[src/rtl/gpio_bank_pkg.sv]
package gpio_bank_pkg;
  localparam int BANK_W = 32;
  localparam int HALF_W = BANK_W / 2;

  // register map geometry (byte offsets)
  localparam int MSK_STRIDE  = 8;
  localparam int DOUT_BASE   = 'h40;
  localparam int DIN_BASE    = 'h60;
  localparam int WORD_STRIDE = 4;
  localparam int CFG_BASE    = 'h200;
  localparam int CFG_STRIDE  = 'h40;
  localparam int CFG_DIR_OFF = 4;
  localparam int CFG_OEN_OFF = 8;

  typedef enum logic [2:0] {
    K_NONE, K_MLO, K_MHI, K_DOUT, K_DIN, K_DIR, K_OEN
  } reg_kind_e;

  function automatic logic [BANK_W-1:0] pin_exist_mask(input int bank,
                                                       input int low_pins,
                                                       input int high_base);
    logic [BANK_W-1:0] m;
    m = '0;
    for (int i = 0; i < BANK_W; i++) begin
      int p;
      p = bank * BANK_W + i;
      m[i] = (p < low_pins) || (p >= high_base);
    end
    return m;
  endfunction

  function automatic logic [HALF_W-1:0] merge_half(input logic [HALF_W-1:0] cur,
                                                   input logic [BANK_W-1:0] wd);
    return (cur & wd[BANK_W-1:HALF_W]) | (wd[HALF_W-1:0] & ~wd[BANK_W-1:HALF_W]);
  endfunction
endpackage

[src/rtl/gpio_addr_decode.sv]
module gpio_addr_decode
  import gpio_bank_pkg::*;
#(
  parameter int NUM_BANKS = 4,
  parameter int ADDR_W    = 12,
  parameter int BIDX_W    = 2
) (
  input  logic [ADDR_W-1:0] addr,
  output reg_kind_e         kind,
  output logic [BIDX_W-1:0] bank
);
  always_comb begin
    int unsigned a;
    int unsigned off;
    a    = 32'(addr);
    off  = 0;
    kind = K_NONE;
    bank = '0;
    if (a[1:0] == 2'b00) begin
      if (a < MSK_STRIDE * NUM_BANKS) begin
        bank = BIDX_W'(a / MSK_STRIDE);
        kind = ((a % MSK_STRIDE) == 0) ? K_MLO : K_MHI;
      end else if (a >= DOUT_BASE && a < DOUT_BASE + WORD_STRIDE * NUM_BANKS) begin
        bank = BIDX_W'((a - DOUT_BASE) / WORD_STRIDE);
        kind = K_DOUT;
      end else if (a >= DIN_BASE && a < DIN_BASE + WORD_STRIDE * NUM_BANKS) begin
        bank = BIDX_W'((a - DIN_BASE) / WORD_STRIDE);
        kind = K_DIN;
      end else if (a >= CFG_BASE && a < CFG_BASE + CFG_STRIDE * NUM_BANKS) begin
        off  = a - CFG_BASE;
        bank = BIDX_W'(off / CFG_STRIDE);
        if ((off % CFG_STRIDE) == CFG_DIR_OFF)      kind = K_DIR;
        else if ((off % CFG_STRIDE) == CFG_OEN_OFF) kind = K_OEN;
      end
    end
  end
endmodule

[src/rtl/gpio_sync2.sv]
module gpio_sync2 #(
  parameter int WIDTH = 128
) (
  input  logic             clk,
  input  logic             rst,
  input  logic [WIDTH-1:0] d,
  output logic [WIDTH-1:0] q
);
  logic [WIDTH-1:0] meta_q;

  always_ff @(posedge clk) begin
    if (rst) begin
      meta_q <= '0;
      q      <= '0;
    end else begin
      meta_q <= d;
      q      <= meta_q;
    end
  end
endmodule

[src/rtl/gpio_bank_regs.sv]
module gpio_bank_regs
  import gpio_bank_pkg::*;
#(
  parameter logic [BANK_W-1:0] EXIST = '1
) (
  input  logic              clk,
  input  logic              rst,
  input  logic              wr_hit,
  input  reg_kind_e         wr_kind,
  input  logic [BANK_W-1:0] wdata,
  output logic [BANK_W-1:0] data_q,
  output logic [BANK_W-1:0] dir_q,
  output logic [BANK_W-1:0] oen_q
);
  always_ff @(posedge clk) begin
    if (rst) begin
      data_q <= '0;
      dir_q  <= '0;
      oen_q  <= '0;
    end else if (wr_hit) begin
      case (wr_kind)
        K_DOUT: data_q <= wdata & EXIST;
        K_MLO:  data_q[HALF_W-1:0] <= merge_half(data_q[HALF_W-1:0], wdata)
                                      & EXIST[HALF_W-1:0];
        K_MHI:  data_q[BANK_W-1:HALF_W] <= merge_half(data_q[BANK_W-1:HALF_W], wdata)
                                           & EXIST[BANK_W-1:HALF_W];
        K_DIR:  dir_q <= wdata & EXIST;
        K_OEN:  oen_q <= wdata & EXIST;
        default: ;
      endcase
    end
  end


  lo_write_keeps_high_chk: assert property (@(posedge clk) disable iff (rst)
    (wr_hit && wr_kind == K_MLO) |=> $stable(data_q[BANK_W-1:HALF_W]));


  lo_write_unmasked_bits_chk: assert property (@(posedge clk) disable iff (rst)
    (wr_hit && wr_kind == K_MLO) |=>
      (((data_q[HALF_W-1:0] ^ $past(wdata[HALF_W-1:0])) & ~$past(wdata[BANK_W-1:HALF_W])
        & EXIST[HALF_W-1:0]) == '0));


  hi_write_keeps_low_chk: assert property (@(posedge clk) disable iff (rst)
    (wr_hit && wr_kind == K_MHI) |=> $stable(data_q[HALF_W-1:0]));


  absent_pin_zero_chk: assert property (@(posedge clk) disable iff (rst)
    ((data_q | dir_q | oen_q) & ~EXIST) == '0);
endmodule

[src/rtl/gpio_bank_ctrl.sv]
module gpio_bank_ctrl
  import gpio_bank_pkg::*;
#(
  parameter int NUM_BANKS = 4,
  parameter int ADDR_W    = 12,
  parameter int LOW_PINS  = 54,
  parameter int HIGH_BASE = 64
) (
  input  logic                        clk,
  input  logic                        rst,
  input  logic                        wr_en,
  input  logic                        rd_en,
  input  logic [ADDR_W-1:0]           addr,
  input  logic [BANK_W-1:0]           wdata,
  output logic [BANK_W-1:0]           rdata,
  input  logic [NUM_BANKS*BANK_W-1:0] gpio_in,
  output logic [NUM_BANKS*BANK_W-1:0] gpio_out,
  output logic [NUM_BANKS*BANK_W-1:0] gpio_oe
);
  localparam int PINS   = NUM_BANKS * BANK_W;
  localparam int BIDX_W = (NUM_BANKS > 1) ? $clog2(NUM_BANKS) : 1;
  localparam logic [BANK_W-1:0] EX0 = pin_exist_mask(0, LOW_PINS, HIGH_BASE);

  reg_kind_e         dec_kind;
  logic [BIDX_W-1:0] dec_bank;
  logic [PINS-1:0]   sync_q;
  logic [BANK_W-1:0] dout_q [NUM_BANKS];
  logic [BANK_W-1:0] dir_q  [NUM_BANKS];
  logic [BANK_W-1:0] oen_q  [NUM_BANKS];
  logic [BANK_W-1:0] din_q  [NUM_BANKS];
  logic [BANK_W-1:0] rd_mux;

  gpio_addr_decode #(.NUM_BANKS(NUM_BANKS), .ADDR_W(ADDR_W), .BIDX_W(BIDX_W)) u_dec (
    .addr(addr), .kind(dec_kind), .bank(dec_bank)
  );

  gpio_sync2 #(.WIDTH(PINS)) u_sync (
    .clk(clk), .rst(rst), .d(gpio_in), .q(sync_q)
  );

  for (genvar g = 0; g < NUM_BANKS; g++) begin : g_bank
    localparam logic [BANK_W-1:0] EX = pin_exist_mask(g, LOW_PINS, HIGH_BASE);
    logic hit;
    assign hit = wr_en && (dec_kind != K_NONE) && (dec_bank == BIDX_W'(g));

    gpio_bank_regs #(.EXIST(EX)) u_regs (
      .clk(clk), .rst(rst), .wr_hit(hit), .wr_kind(dec_kind), .wdata(wdata),
      .data_q(dout_q[g]), .dir_q(dir_q[g]), .oen_q(oen_q[g])
    );

    assign din_q[g]                       = sync_q[g*BANK_W +: BANK_W] & EX;
    assign gpio_out[g*BANK_W +: BANK_W]   = dout_q[g];
    assign gpio_oe[g*BANK_W +: BANK_W]    = dir_q[g] & oen_q[g];
  end

  always_comb begin
    rd_mux = '0;
    case (dec_kind)
      K_MLO:  rd_mux = {{HALF_W{1'b0}}, dout_q[dec_bank][HALF_W-1:0]};
      K_MHI:  rd_mux = {{HALF_W{1'b0}}, dout_q[dec_bank][BANK_W-1:HALF_W]};
      K_DOUT: rd_mux = dout_q[dec_bank];
      K_DIN:  rd_mux = din_q[dec_bank];
      K_DIR:  rd_mux = dir_q[dec_bank];
      K_OEN:  rd_mux = oen_q[dec_bank];
      default: rd_mux = '0;
    endcase
  end

  always_ff @(posedge clk) begin
    if (rst)        rdata <= '0;
    else if (rd_en) rdata <= rd_mux;
  end

  // cycles since reset, saturating; only gates the input-latency check
  logic [1:0] warm_q;
  always_ff @(posedge clk) begin
    if (rst)                 warm_q <= '0;
    else if (warm_q != 2'd3) warm_q <= warm_q + 2'd1;
  end


  unmapped_write_ignored_chk: assert property (@(posedge clk) disable iff (rst)
    (wr_en && (dec_kind == K_NONE || dec_kind == K_DIN)) |=>
      ($stable(gpio_out) && $stable(gpio_oe)));


  rdata_hold_chk: assert property (@(posedge clk) disable iff (rst)
    !rd_en |=> $stable(rdata));


  masked_read_upper_zero_chk: assert property (@(posedge clk) disable iff (rst)
    (rd_en && (dec_kind == K_MLO || dec_kind == K_MHI)) |=> (rdata[BANK_W-1:HALF_W] == '0));


  input_latency_chk: assert property (@(posedge clk) disable iff (rst)
    (warm_q == 2'd3 && rd_en && dec_kind == K_DIN && dec_bank == '0) |=>
      (rdata == ($past(gpio_in[BANK_W-1:0], 3) & EX0)));
endmodule

[config.mk]
export PLATFORM = sky130hd
export DESIGN_NAME = gpio_bank_ctrl
export DESIGN_NICKNAME = d
export VERILOG_FILES = /design/src/rtl/gpio_bank_pkg.sv /design/src/rtl/gpio_addr_decode.sv /design/src/rtl/gpio_sync2.sv /design/src/rtl/gpio_bank_regs.sv /design/src/rtl/gpio_bank_ctrl.sv
export SDC_FILE = /design/constraint.sdc
export NUM_CORES = 1
export LEC_CHECK = 0
export ABC_AREA = 0
export BUFFER_PORTS_ARGS = -buffer_cell sky130_fd_sc_hd__buf_2
export CAP_MARGIN = 20
export CORE_AREA = 2 2 245 344
export DETAILED_ROUTE_END_ITERATION = 6
export DIE_AREA = 0 0 247 346
export GPL_TIMING_DRIVEN = 0
export HOLD_SLACK_MARGIN = 0.06
export PLACE_DENSITY = 0.61
export SLEW_MARGIN = 20
export SYNTH_ARGS = -nofsm -noshare
export SYNTH_HDL_FRONTEND = slang
export SYNTH_SLANG_ARGS = --single-unit
[constraint.sdc]
create_clock -name clk -period 3.1 [get_ports clk]
set_input_delay 0.62 -clock clk [delete_from_list [all_inputs] [get_ports clk]]
set_output_delay 0.62 -clock clk [all_outputs]
set_load 0.02 [all_outputs]
After elaboration in Yosys (flattened, before gate mapping) --
Index checks and enable logic that the tools add are counted. W data, S select, Z words.
Operators by class: add/sub/neg operators 3, order comparisons 8, equality and inequality tests 11, multiplexer cells 34, bitwise logic cells 23, reduce and logical (&&, ||, !) cells 30
Operators by type and width (number):
- $bmux W32 S2 | 4
- $mux W32 | 8
- $pmux W16 S2 | 8
- $pmux W32 S6 | 1
- $and A16 B16 Y16 | 8
- $or A16 B16 Y16 | 7
- $and A32 B32 Y32 | 3
- $logic_not A32 Y1 | 1
- $reduce_and A2 Y1 | 16
- $ge A12 B7 Y1 const B | 2
- $lt A12 B7 Y1 const B | 2
- $and A22 B22 Y22 | 1
- $mux W3 | 7
- $not A16 Y16 | 1
- $ge A12 B10 Y1 const B | 1
- $lt A12 B10 Y1 const B | 1
- $lt A12 B6 Y1 const B | 1
- $mux W2 | 6
- $eq A3 B3 Y1 const B | 3
- $logic_and A1 B1 Y1 | 8
- $sub A4 B1 Y4 const B | 2
- $sub A8 B1 Y8 const B | 1
- $and A6 B6 Y6 | 1
- $eq A3 B2 Y1 const B | 2
- 11 further kinds | 14
Storage, ports and cells: flip-flop bits (word level) 652, bits of input ports 176, output and inout bits 288, logic and storage cells 128

Longest topological paths before layout --
depth in word-level cells 13, depth in mapped cells 12, gate-level depth less buffers 7

By module --
Synthesis repeated with hierarchy kept, for this count alone.
Second synthesis, totals: cells, all modules 3037, area, all modules 27776.6 sq um
By module, submodules not included:
- gpio_bank_regs at g_bank[0].u_regs ... | instances 3, cells each 460, area each 3811.2 sq um, sequential area each 1921.8 sq um
- gpio_sync2 | instances 1, cells each 540, area each 6864.1 sq um, sequential area each 5124.9 sq um
- gpio_bank_ctrl | instances 1, cells each 737, area each 6282.3 sq um, sequential area each 640.6 sq um
- gpio_bank_regs at g_bank[1].u_regs | instances 1, cells each 347, area each 2984.1 sq um, sequential area each 1321.3 sq um
- gpio_addr_decode | instances 1, cells each 33, area each 212.7 sq um, sequential area each 0.0 sq um

Worst setup path before layout --
OpenSTA, ideal clock, no wires.
kind input to register, start point in addr[9], end point reg rdata[26], setup time 0.119 ns, data arrival time 2.754 ns, required time 2.981 ns, path slack 0.227 ns, cell stages on the path 9, buffers on the path 3, cell sequence buf_2 > or2_2 > o311a_4 > buf_6 > and4_4 > buf_6 > a22o_1 > or4_1 > o221a_1
On the way: word-level cells in the longest chain between the ends 12, elaborated cells between the ends (all ways) 40, those cells by class 7 x order compare; 6 x eq/ne; 23 x mux; 1 x bitwise; 3 x reduce/logical
RTL lines:
- start: declaration | line gpio_bank_ctrl.sv:13 | input logic [ADDR_W-1:0] addr,
- $ge A12 B10 Y1 or $lt A12 B10 Y1 (tied branches) | line gpio_addr_decode.sv:29 | end else if (a >= CFG_BASE && a < CFG_BASE + CFG_STRIDE * NUM_BANKS) begin
- $logic_and A1 B1 Y1 | line gpio_addr_decode.sv:29
- $mux W2 | line gpio_addr_decode.sv:29
- $mux W2 | line gpio_addr_decode.sv:26 | end else if (a >= DIN_BASE && a < DIN_BASE + WORD_STRIDE * NUM_BANKS) begin
- $mux W2 | line gpio_addr_decode.sv:23 | end else if (a >= DOUT_BASE && a < DOUT_BASE + WORD_STRIDE * NUM_BANKS) begin
- $mux W2 | line gpio_addr_decode.sv:20 | if (a < MSK_STRIDE * NUM_BANKS) begin
- $mux W2 | line gpio_addr_decode.sv:19 | if (a[1:0] == 2'b00) begin
- $not A2 Y3 (implied by the code)
- $bmux W32 S2 (on tied branches)
- $mux W32 (on tied branches) (2 in series)
- $pmux W32 S6 (*) | line gpio_bank_ctrl.sv:58 | case (dec_kind)
- end signal: assignment | line gpio_bank_ctrl.sv:71 | else if (rd_en) rdata <= rd_mux;
- end: declaration | line gpio_bank_ctrl.sv:15 | output logic [BANK_W-1:0] rdata,
Every way passes the cells marked *; elsewhere a longest branch is shown, timed or not. The select of a mux whose other input is x is not followed. A chain may end at the register's enable or synchronous reset.

Worst setup path in the final report --
start point in addr[5], end point reg rdata[9]
On the way: word-level cells in the longest chain between the ends 12, elaborated cells between the ends (all ways) 45, those cells by class 1 x add/sub; 7 x order compare; 8 x eq/ne; 25 x mux; 1 x bitwise; 3 x reduce/logical
RTL lines (line):
- branches (longest 11 deep; another with $sub A8 B1 Y8)
- $pmux W32 S6 (*) | gpio_bank_ctrl.sv:58
Every way passes the cells marked *. The select of a mux whose other input is x is not followed.

==> results.tsv <==
metric	value	unit
grt_pass1_wl	179.5	mm
synth_top_area_frac	0.4756	
final_antenna_net_count	0	
io_pins	464	
areaGrowthSynthToFinish	24.27	%
arrival	3.68	ns
synth_warnings	0	
cts_buffers	60	
hpwlAfterDp	100.4	mm
die_h	346	um
vdd_drop_max	451.6	uV
drv_cap	0	
async_reset_ff_frac	0	
dieArea	85460	um2
die_w	247	um
yosys-top-cells-count	659 x nand2_1, 622 x dfxtp_1, 340 x a21oi_1	
grt_pass1_vias	23980	
r2r_slack	1.23	ns
yosysSeqAreaShare	0.4756	
violations	setup timing	
synthTopCellsByArea	dfxtp_1 48%, nand2_1 9.4%, a21oi_1 6.5%	
clock_latency	0.68	ns
clock_path_buffers	3	
finalHoldViolations	0	
cts_hold_buf	0	
relSlewSlack	0.1727	
htreeDepth	2	
clkSinkCount	622	
drive_gt1_frac	0.2252	
synth_top_family_by_area	simple AND/OR/NAND/NOR gates	
yosys.cell_types.count	80	
p_leak	12.57	nW
antenna_found_initial	6	
powerDensity	536.2	nW/um2
rsz0062_at_grt	true	
fin_skew	0.04183	ns
synth_edf_count	0	
clockRootBuffer	clkbuf_16	
required	3.64	ns
start_kind	input pin	
synth.most_common_cell	nand2_1	
synth_seq_cells	622	
post-route-period-util	1.012	
start_util	0.3176	
cts_tree	built	
critPathKind	input pin to flop	
cp_max_fo	10	
nets	3701	
grt-ovfl-total	0	
slew_violations	0	
synthMuxAreaShare	0.07957	
place.gp.congestion	1.009	
fmax	0.3188	GHz
synth.largest_area_cell	dfxtp_1	
portBuffers	430	
synth_compound_area_frac	0.1550	
outcome	finished, violations left	
post-route-util	0.3947	
drtIter0Drc	2956	
hold_path.class	input pin to flop	
yosys.area_share.simple	0.2402	
synth_area_per_cell	8.735	um2
finalSetupViolCount	13	
crit_path_end_kind	flop	
fin_hold_ws	0.1661	ns
core-area	82420	um2
synthXorXnorAreaFrac	0.0003345	
synth_cells	2997	
wl	131.2	mm
p_total	0.01745	W
num_rows	125	
path_clk_slew	0.07	ns
drc	0	
fin_crit	3.137	ns
first_pass_iters	6	
worst_pin_slew	1.241	ns
post_drt_wl_per_cell	28.15	um
synth_fa_ha_area_frac	0	
viasPerCell	5.477	
vias	25520	
syn_area	26180	um2
grt_usage	0.2972	
synth_ff_type	dfxtp_1	
setup_slack	-0.03709	ns
grt_max_degree	17	
[cells in the final DEF (no fill, tap or decap), drive strengths merged, types with 15 or more instances in the layout]
cell,instances
mux2i,111
nand3,80
nor2b,249
o221a,15
a21oi,340
nor2,90
mux4,31
nand2,664
clkbuf,254
a22o,16
and2,121
a211oi,45
nor3,19
o21ai,53
o22ai,52
conb,20
mux2,24
a22oi,26
a221oi,48
buf,537
dfxtp,622
[worst paths after layout]
path	cells past startpoint	endpoint	start
setup / recovery	10	rdata[9]$_SDFFE_PP0P_	addr[5]
hold / removal	2	u_sync.meta_q[74]$_SDFF_PP0_	gpio_in[74]
setup reg to reg	6	rdata[19]$_SDFFE_PP0P_	flop
hold reg to reg	1	u_sync.q[105]$_SDFF_PP0_	u_sync.meta_q[105]$_SDFF_PP0_
[routing by layer]
layer  vias up  global-route usage  part of all wire
li1      11280                   -                 -
met1     12110              0.3482              0.36
met2      1679              0.4685              0.45
met3       448             0.06254             0.096
met4         2              0.2349             0.094
met5         -                   0           0.00011
[where the power goes]
part	internal [W]	switching, W	total [W]
sequential	0.00816	0.0000741	0.00823
clock	0.00466	0.00345	0.00812
combinational	0.000334	0.000763	0.00110
[cell families (layout without fill, tap and decap cells)]
family / count (synthesis) / after routing
muxes: 166 / 166
DFF: 622 / 622
xor gates and xnor gates: 1 / 1
buffers and inverters: 269 / 827
other: 1 / 26
and+or+nand+nor: 1290 / 1290
AOI/OAI and AO/OA: 648 / 648
[worst max-delay path, cell delays in order]
cell and delay [ns]:
buf_2 0.14, buf_4 0.19, nor4_4 0.41, a221oi_4 0.19, nor2_4 0.33, buf_6 0.28
buf_4 0.33, o21ai_1 0.34, a221oi_4 0.66, a21oi_1 0.14
[repair_timing]
action,4_1_cts,5_1_grt
pin swaps,7,5
endpoints found under the hold margin,0,0
gates resized for setup,81,77
setup buffers,7,8
endpoints found under the setup margin,320,251
[cell type report]
class	instances	area, um2
clock inverters	27	424.2
repair buffers	447	2287
multi-input cells	2125	12860
fillers	8421	49890
plain buffers	260	1390
diodes	6	15.01
inverters	9	33.78
clock buffers	84	1723
well taps	1079	1350
flip-flops and latches	622	12450
[through the flow]
stage	setup TNS, ns	instances	cell area [um2]	setup slack [ns]
global route	-0.1276	4657	32530	-0.02892
CTS	-0.06535	4644	32270	-0.06535
global placement	-375.74	4525	29750	-1.525
detailed placement	-362.35	4526	29760	-1.522
finish	-0.1642	4659	32540	-0.03709
floorplan	0	3016	26250	0.2272
(Power assumes the default switching activity.)
